## config.mk

```make
export PLATFORM = sky130hd
export DESIGN_NAME = port_change_monitor
export DESIGN_NICKNAME = d
export VERILOG_FILES = /design/src/rtl/pcm_pkg.sv /design/src/rtl/pcm_sync.sv /design/src/rtl/pcm_quiet_window.sv /design/src/rtl/pcm_flag_bank.sv /design/src/rtl/pcm_readback.sv /design/src/rtl/port_change_monitor.sv
export SDC_FILE = /design/constraint.sdc
export NUM_CORES = 1
export LEC_CHECK = 0
export BUFFER_PORTS_ARGS = -buffer_cell sky130_fd_sc_hd__clkbuf_2
export CAP_MARGIN = 20
export CELL_PAD_IN_SITES_DETAIL_PLACEMENT = 0
export CELL_PAD_IN_SITES_GLOBAL_PLACEMENT = 1
export CORE_MARGIN = 1
export CORE_UTILIZATION = 30
export CTS_CLUSTER_DIAMETER = 120
export DETAILED_ROUTE_END_ITERATION = 8
export PLACE_DENSITY_LB_ADDON = 0.1
export SLEW_MARGIN = 20
export SYNTH_ARGS = -nofsm -noshare
export SYNTH_HDL_FRONTEND = slang
export SYNTH_SLANG_ARGS = --single-unit
export TNS_END_PERCENT = 20
```

## constraint.sdc

```tcl
create_clock -name clk -period 3.1 [get_ports clk]
set_clock_uncertainty 0.2 [all_clocks]
set_input_delay 0.62 -clock clk [delete_from_list [all_inputs] [get_ports clk]]
set_output_delay 0.62 -clock clk [all_outputs]
set_load 0.05 [all_outputs]
```

## src/rtl/pcm_pkg.sv

```systemverilog
package pcm_pkg;
  // Minimum synchronizer depth accepted by the monitor
  localparam int unsigned PCM_MIN_SYNC = 2;

  typedef enum logic {
    ACC_IDLE = 1'b0,
    ACC_OPEN = 1'b1
  } acc_state_e;
endpackage

```

## src/rtl/pcm_sync.sv

```systemverilog
module pcm_sync #(
  parameter int unsigned W      = 8,
  parameter int unsigned STAGES = 2
) (
  input  logic         clk,
  input  logic         rst_n,
  input  logic [W-1:0] din,
  output logic [W-1:0] dout
);
  logic [W-1:0] stage_q [STAGES];

  always_ff @(posedge clk or negedge rst_n) begin
    if (!rst_n) begin
      for (int k = 0; k < STAGES; k++) stage_q[k] <= '0;
    end else begin
      stage_q[0] <= din;
      for (int k = 1; k < STAGES; k++) stage_q[k] <= stage_q[k-1];
    end
  end

  assign dout = stage_q[STAGES-1];
endmodule

```

## src/rtl/pcm_quiet_window.sv

```systemverilog
module pcm_quiet_window #(
  parameter int unsigned W      = 8,
  parameter int unsigned SETTLE = 4
) (
  input  logic         clk,
  input  logic         rst_n,
  input  logic [W-1:0] out_latch,
  output logic [W-1:0] quiet
);
  localparam int unsigned CW = $clog2(SETTLE + 1);

  logic [W-1:0]  latch_q;
  logic [W-1:0]  win_mask;
  logic [CW-1:0] cnt;
  logic [W-1:0]  diff;
  logic          win_open;

  assign diff     = out_latch ^ latch_q;
  assign win_open = (cnt != '0);

  // After reset every pin is absorbed into the snapshot for SETTLE cycles
  always_ff @(posedge clk or negedge rst_n) begin
    if (!rst_n) begin
      latch_q  <= '1;
      cnt      <= CW'(SETTLE);
      win_mask <= '1;
    end else begin
      latch_q <= out_latch;
      if (|diff) begin
        cnt      <= CW'(SETTLE);
        win_mask <= (win_open ? win_mask : '0) | diff;
      end else if (win_open) begin
        cnt <= cnt - 1'b1;
      end
    end
  end

  assign quiet = ~out_latch | diff | (win_open ? win_mask : '0);

  AST_WINDOW_COVERS_CHANGE: assert property (@(posedge clk) disable iff (!rst_n)
    (|diff) |=> ((quiet & $past(diff)) == $past(diff))) else $error("window");
endmodule

```

## src/rtl/pcm_flag_bank.sv

```systemverilog
module pcm_flag_bank #(
  parameter int unsigned W = 8
) (
  input  logic         clk,
  input  logic         rst_n,
  input  logic [W-1:0] sampled,
  input  logic [W-1:0] quiet,
  input  logic         take_snap,
  output logic [W-1:0] flags
);
  logic [W-1:0] snap_q;

  for (genvar i = 0; i < W; i++) begin : g_bit
    always_ff @(posedge clk or negedge rst_n) begin
      if (!rst_n) begin
        snap_q[i] <= 1'b0;
        flags[i]  <= 1'b0;
      end else if (take_snap) begin
        snap_q[i] <= sampled[i];
        flags[i]  <= 1'b0;
      end else if (quiet[i]) begin
        snap_q[i] <= sampled[i];
      end else if (sampled[i] != snap_q[i]) begin
        flags[i] <= 1'b1;
      end
    end
  end

  AST_CLEAR_ON_ACK: assert property (@(posedge clk) disable iff (!rst_n)
    take_snap |=> (flags == '0)) else $error("clear");
  AST_FLAGS_STICKY: assert property (@(posedge clk) disable iff (!rst_n)
    !take_snap |=> ((flags & $past(flags)) == $past(flags))) else $error("sticky");
  AST_QUIET_NO_FLAG: assert property (@(posedge clk) disable iff (!rst_n)
    1'b1 |=> ((flags & ~$past(flags) & $past(quiet)) == '0)) else $error("quiet");
endmodule

```

## src/rtl/pcm_readback.sv

```systemverilog
module pcm_readback #(
  parameter int unsigned W = 8
) (
  input  logic         clk,
  input  logic         rst_n,
  input  logic         load,
  input  logic [W-1:0] load_data,
  input  logic         ready,
  output logic [W-1:0] data,
  output logic         valid
);
  always_ff @(posedge clk or negedge rst_n) begin
    if (!rst_n) begin
      data  <= '0;
      valid <= 1'b0;
    end else if (load) begin
      data  <= load_data;
      valid <= 1'b1;
    end else if (valid && ready) begin
      valid <= 1'b0;
    end
  end

  AST_HOLD_UNTIL_TAKEN: assert property (@(posedge clk) disable iff (!rst_n)
    (valid && !ready && !load) |=> (valid && $stable(data))) else $error("hold");
  AST_TAKEN_DROPS: assert property (@(posedge clk) disable iff (!rst_n)
    (valid && ready && !load) |=> !valid) else $error("drop");
endmodule

```

## src/rtl/port_change_monitor.sv

```systemverilog
module port_change_monitor #(
  parameter int unsigned PORT_W     = 8,
  parameter int unsigned SYNC_DEPTH = 2,
  parameter int unsigned SETTLE_CYC = 4
) (
  input  logic              clk,
  input  logic              rst_n,
  input  logic [PORT_W-1:0] port_in,
  input  logic [PORT_W-1:0] out_latch,
  input  logic              addr_ack,
  input  logic              stop_seen,
  input  logic              rd_active,
  output logic [PORT_W-1:0] flag_data,
  output logic              flag_valid,
  input  logic              flag_ready,
  output logic              irq_n_oe
);
  import pcm_pkg::*;

  localparam int unsigned SYNC_USED = (SYNC_DEPTH < PCM_MIN_SYNC) ? PCM_MIN_SYNC : SYNC_DEPTH;

  logic [PORT_W-1:0] sampled;
  logic [PORT_W-1:0] quiet;
  logic [PORT_W-1:0] flags;
  acc_state_e        acc_q;

  pcm_sync #(.W(PORT_W), .STAGES(SYNC_USED)) u_sync (
    .clk(clk), .rst_n(rst_n), .din(port_in), .dout(sampled)
  );

  pcm_quiet_window #(.W(PORT_W), .SETTLE(SETTLE_CYC)) u_quiet (
    .clk(clk), .rst_n(rst_n), .out_latch(out_latch), .quiet(quiet)
  );

  pcm_flag_bank #(.W(PORT_W)) u_flags (
    .clk(clk), .rst_n(rst_n), .sampled(sampled), .quiet(quiet),
    .take_snap(addr_ack), .flags(flags)
  );

  pcm_readback #(.W(PORT_W)) u_rdbk (
    .clk(clk), .rst_n(rst_n), .load(addr_ack && rd_active), .load_data(flags),
    .ready(flag_ready), .data(flag_data), .valid(flag_valid)
  );

  // An acknowledge opens an access; STOP closes it (acknowledge wins a tie)
  always_ff @(posedge clk or negedge rst_n) begin
    if (!rst_n)         acc_q <= ACC_IDLE;
    else if (addr_ack)  acc_q <= ACC_OPEN;
    else if (stop_seen) acc_q <= ACC_IDLE;
  end

  assign irq_n_oe = (|flags) && (acc_q == ACC_IDLE);

  AST_ACK_RELEASES_IRQ: assert property (@(posedge clk) disable iff (!rst_n)
    addr_ack |=> !irq_n_oe) else $error("ack irq");
  AST_IRQ_AFTER_STOP: assert property (@(posedge clk) disable iff (!rst_n)
    (stop_seen && !addr_ack && (|flags)) |=> irq_n_oe) else $error("stop irq");
  AST_READ_OFFERS_FLAGS: assert property (@(posedge clk) disable iff (!rst_n)
    (addr_ack && rd_active) |=> (flag_valid && flag_data == $past(flags))) else $error("read");
  AST_OPEN_QUIET: assert property (@(posedge clk) disable iff (!rst_n)
    (acc_q == ACC_OPEN) |-> !irq_n_oe) else $error("open");
endmodule

```

---- Word level (Yosys, flattened, before mapping) ----
Index checks and enable logic that the tools add are counted.
Widths: inputs -> output; s select.
storage, ports and cells
  bits in registers ....................... 61
  latch bits .............................. 0
  bits in writable memories ............... 0
  bits in read-only memories .............. 0
  output and inout port bits .............. 10
  word-level logic and storage cells ...... 127
  memories kept ........................... 0
operators by class
  add/subtract/negate cells ............... 1
  $mul .................................... 0
  div/mod/pow operators ................... 0
  order comparisons ....................... 0
  equality and inequality tests ........... 16
  shifts and indexed selects .............. 0
  multiplexer cells ....................... 47
  bitwise gates (word level) .............. 6
  reductions and logical operators ........ 33
operators by type and width
  cell                 number
  $mux 1               44
  $reduce_bool 2->1    19
  $or 8x8->8           3
  $ne 2x2->1 const B   8
  $reduce_and 2->1     8
  $reduce_or 8->1      2
  $mux 8               1
  $ne 1x1->1           8
  $not 8->8            1
  $xor 8x8->8          1
  $mux 3               2
  $logic_and 1x1->1    3
  $reduce_bool 3->1    1
  $sub 3x1->3 const B  1
  $not 1->1            1

---- Longest topological paths before layout ----
  word-level depth ........................ 5
  depth in mapped cells ................... 8
  mapped depth without buffers ............ 6

---- Modules after synthesis ----
Synthesis repeated with hierarchy kept, for this count alone.
second synthesis, totals
  cell total of the unflattened synthesis .. 184
  area total of the unflattened synthesis .. 2581.2 um^2
by module, submodules not included
  module               instances  cells an instance  area each (um^2)  sequential area each (um^2)
  pcm_quiet_window     1          84                 989.7             496.7
  pcm_flag_bank        1          49                 701.9             400.4
  pcm_sync             1          24                 460.4             400.4
  pcm_readback         1          20                 369.1             225.2
  port_change_monitor  1          7                  60.1              25.0

---- Least setup slack after synthesis ----
No wires, ideal clock.
  path type ............................... input to register
  from .................................... input port out_latch[3]
  to ...................................... register u_quiet.cnt[2]
  setup time .............................. 0.088 ns
  data arrival time ....................... 1.958 ns
  data required time ...................... 2.812 ns
  setup slack ............................. 0.854 ns
  cell stages on the path ................. 4
  path buffers ............................ 1
  cell sequence ........................... ha_1 > or4_1 > clkbuf_2 > or3_1
on the way
  cells in the longest elaborated chain, start to end .. 3
  elaborated cells between the ends (all ways) .. 4
  those cells by class .................... 1 x mux; 1 x bitwise; 2 x reduce/logical
ends and longest elaborated chain
  item                                                RTL line                  text
  start: declaration                                  port_change_monitor.sv:9  input logic [PORT_W-1:0] out_latch,
  $xor 8x8->8 (*)                                     pcm_quiet_window.sv:18    assign diff = out_latch ^ latch_q;
  $reduce_or 8->1 (*)                                 pcm_quiet_window.sv:29    if (|diff) begin
  $mux 3 / $reduce_bool 2->1 (equally long branches)  --
  end signal: assignment                              pcm_quiet_window.sv:25    cnt <= CW'(SETTLE);
  end signal: assignment                              pcm_quiet_window.sv:30    cnt <= CW'(SETTLE);
  end signal: assignment                              pcm_quiet_window.sv:33    cnt <= cnt - 1'b1;
  end: declaration                                    pcm_quiet_window.sv:14    logic [CW-1:0] cnt;
Every way passes the cells marked *; elsewhere a longest branch is shown, timed or not.
A chain may end at the register's enable or synchronous reset.

---- Worst setup path in the final report ----
  from .................................... register u_flags.flags[0]
  to ...................................... output port irq_n_oe
on the way
  cells in the longest elaborated chain, start to end .. 2
ends and longest elaborated chain
  item                              RTL line                   text
  start: declaration                pcm_flag_bank.sv:9         output logic [W-1:0] flags
  start signal: indexed assignment  pcm_flag_bank.sv:17        flags[i] <= 1'b0;
  start signal: indexed assignment  pcm_flag_bank.sv:20        flags[i] <= 1'b0;
  start signal: indexed assignment  pcm_flag_bank.sv:24        flags[i] <= 1'b1;
  $reduce_or 8->1                   port_change_monitor.sv:52  assign irq_n_oe = (|flags) && (acc_q == ACC_IDLE);
  $logic_and 1x1->1                 port_change_monitor.sv:52
  end: declaration                  port_change_monitor.sv:16  output logic irq_n_oe
Every way passes these cells.

==> impl_metrics.py <==
metrics = {
    "outcome": {
        "outcome": "completed",
    },
    "synth": {
        "synth_top_family_by_area": "compound AO/OA/AOI/OAI gates",
        "syn_area_um2": 2380,
        "avgSynthCellArea_um2": 14.2,
        "synth_most_common_cell": "dfrtp_1",
        "yosysTopAreaCellShare_pct": 46.3,
        "yosysSeqAreaShare_pct": 65.1,
        "yosys.area.top_type": "dfrtp_1",
        "ys_warn_count": 0,
        "syn_nets": 200,
        "synthArstFlopShare_pct": 100,
        "synth_simple_gate_area_share_pct": 8.05,
        "yosysUniqueCellTypes": 23,
        "synth_ff_type": "dfrtp_1",
        "synth_area_leaders": "dfrtp_1, dfstp_2, mux2_2",
        "synth_xor_area_share_pct": 3.32,
        "synthMuxAreaShare_pct": 8.00,
        "synthCells": 168,
        "synth-seq-cells": 61,
        "synthTopCellsByCount": "dfrtp_1, dfstp_2, mux2_2",
        "synth_edf_count": 0,
        "synth_compound_area_share_pct": 8.53,
        "synth_fa_ha_area_share_pct": 5.26,
    },
    "cells_and_area": {
        "layout.cells.non_filler": 313,
        "fill_cells": 781,
        "synthToLayoutAreaGrowth_pct": 18.6,
        "diodes": 0,
        "stdcell_area_um2": 2820,
        "nets": 238,
        "drive_gt1_share_pct": 36.5,
    },
    "power_and_ir_drop": {
        "combinationalPowerShare_pct": 6.4,
        "pwr-share-clk_pct": 38.5,
        "switching_share_pct": 22.8,
        "power_density_nw_per_um2": 540,
        "intPower_w": 0.00118,
        "irDropWorstVdd_mv": 0.218,
        "total_switching_power_w": 0.000346,
        "power_w": 0.00152,
        "leakagePower_nw": 1.30,
        "seq_power_share_pct": 55.1,
    },
    "place": {
        "dp.cells": 297,
        "placed_area_um2": 2660,
        "port_buffers": 31,
        "gp_congestion": 0.657,
        "hpwl_mm": 2.89,
        "pre_cts_slack_ns": 0.593,
    },
    "clock_tree": {
        "numCtsBuffers": 9,
        "clk_path_buf_depth": 2,
        "cts_hold_buffers": 0,
        "cts_num_sinks": 61,
        "cts_root_buffer": "clkbuf_8",
        "clk_latency_ns": 0.32,
        "htree_levels": 3,
        "tritoncts": "yes",
        "clk_pin_slew_ns": 0.06,
        "post_cts_resized": 0,
        "postCtsSetupBuffers": 0,
    },
    "sta": {
        "final.period_utilization_pct": 75.1,
        "fmax_mhz": 429,
        "setup_viol": 0,
        "worst_pin_slew_ns": 0.664,
        "relSlewSlack_pct": 55.7,
        "rsz0062_at_grt": "false",
        "setup_tns_ns": 0,
        "drv_slew": 0,
        "period_needed_ns": 2.33,
        "fin_ws_ns": 0.771,
        "final_hold_viol_count": 0,
    },
    "detailed_routing": {
        "drtAntennaViolNets": 0,
        "routed_wl_mm": 4.19,
        "via_count": 1429,
        "wire_per_inst_um": 13.4,
        "drc": 0,
        "drt_iter0_markers": 22,
        "drt-pass1-iter-count": 4,
        "viasPerCell": 4.57,
    },
    "floorplanning": {
        "rows": 32,
        "die_w_um": 91.0,
        "die_h_um": 91.0,
        "start_util_pct": 30.9,
        "ios": 32,
        "dieArea_um2": 8280,
        "coreArea_um2": 7690,
    },
    "setup_path": {
        "critPathSlowestCell": "dfrtp_1",
        "worst_path_largest_cell_delay_ns": 0.42,
        "cp.required_ns": 2.28,
        "crit_chain": "nor4_1 -> a21oi_1 -> clkbuf_2",
        "startpoint_type": "flip-flop",
        "timing.rr.end": "u_quiet.win_mask[7]",
        "crit_path_start": "u_flags.flags[0]",
        "crit_buf_inv": 1,
        "r2r_slack_ns": 0.88,
        "crit_arrival_ns": 1.51,
        "ff2ff_path_depth": 4,
        "rr_startpoint": "u_quiet.latch_q[3]",
        "cp_top_family": "flip-flops",
        "crit_type": "reg2out",
        "cp_max_fo": 3,
        "crit_path_end_kind": "output pin",
    },
    "min_path": {
        "hold_path.class": "in2async",
    },
    "global_route": {
        "grt_overflow_total": 0,
        "grtUsageTotal_pct": 11.8,
        "grt_start_max_net_pins": 62,
        "grt_pass1_vias": 1521,
        "antenna_found_initial": 0,
        "grt_first_pass_wirelength_mm": 7.38,
    },
    "run": {
        "max-cap-violations": 0,
    },
}
-- power groups by stage --
| stage | combinational, W | clock [W] | sequential [W] |
|---|---|---|---|
| 5_1_grt | 0.000114 | 0.000653 | 0.000841 |
| 2_1_floorplan | 0.0000475 | 0 | 0.000855 |
| 4_1_cts | 0.000101 | 0.000618 | 0.000839 |
| 3_3_place_gp | 0.0000979 | 0 | 0.000851 |
| 6_report | 0.0000974 | 0.000586 | 0.000839 |
| 3_5_place_dp | 0.000100 | 0 | 0.000853 |
-- metal layers --
layer | GRT usage [%] | part of all wire, %
met5 | 0 | 0
met4 | 4.76 | 1.2
met3 | 5.11 | 6.0
met2 | 18.3 | 47
met1 | 14.4 | 46
-- worst register-to-register path, cell delays in order, from the launching register on --
cell and delay (ns):
dfstp_2 0.52, ha_1 0.27, or4_1 0.66, o41ai_1 0.35, a21o_1 0.17
-- final cells by class --
cell class                      instances  area (um2)  area share [%]
Clock buffer                           14         153            5.41
Clock inverter                          2        10.0           0.355
Inverter                                5        18.8           0.665
Multi-Input combinational cell         97         788            28.0
Sequential cell                        61        1550            54.9
Tap cell                              102         128            4.53
Timing Repair Buffer                   32         175            6.21
-- cell usage in the layout (no fill, tap or decap) --
| cell type | instances |
|---|---|
| clkbuf_1 | 4 |
| clkbuf_2 | 31 |
| ha_1 | 10 |
| dfrtp_1 | 44 |
| clkbuf_8 | 10 |
| inv_1 | 5 |
| nand3b_1 | 8 |
| clkinv_2 | 2 |
| or4_1 | 2 |
| nor3_1 | 2 |
| a31oi_1 | 8 |
| nor4_1 | 2 |
| o41ai_1 | 8 |
| a21o_1 | 9 |
| xor2_1 | 9 |
| nor2_1 | 9 |
| mux2_2 | 16 |
| buf_12 | 1 |
| o21ai_0 | 1 |
| mux2i_1 | 1 |
| dfstp_2 | 17 |
| a21oi_1 | 2 |
| nand2b_1 | 8 |
| nand2_1 | 1 |
| or3_1 | 1 |
-- sequential cells by signal, indices dropped and copies added (netlist names) --
name / flops
u_quiet.cnt: 3
u_flags.flags: 8
u_rdbk.valid: 1
u_rdbk.data: 8
u_quiet.win_mask: 8
u_sync.dout: 8
acc_q: 1
u_flags.snap_q: 8
u_quiet.latch_q: 8
u_sync.stage_q: 8
-- worst max path at each step --
| stage | end | slack, ns | cells past startpoint |
|---|---|---|---|
| 2_1_floorplan | u_quiet.cnt[2] | 0.85 | 4 |
| 3_5_place_dp | u_quiet.win_mask[1] | 0.59 | 5 |
| 4_1_cts | irq_n_oe | 0.71 | 3 |
| 6_report | irq_n_oe | 0.77 | 3 |
| 5_1_grt | irq_n_oe | 0.71 | 3 |
| 3_3_place_gp | u_quiet.win_mask[7] | 0.61 | 5 |
-- through the flow --
| step | hold WS [ns] | utilization (%) |
|---|---|---|
| after detailed placement | 0.135 | 34.6 |
| after global placement | 0.133 | 34.6 |
| after floorplan | 0.124 | - |
| after global routing | 0.116 | 36.7 |
| final | 0.0896 | 36.7 |
| after CTS | 0.105 | 36.7 |
-- cells by family after synthesis --
family / after synthesis
DFF: 61
and+or+nand+nor: 33
AOI/OAI and AO/OA: 28
muxes: 17
buffers and inverters: 10
adders and majority gates: 10
xor gates and xnor gates: 9
(Power assumes the default switching activity.)
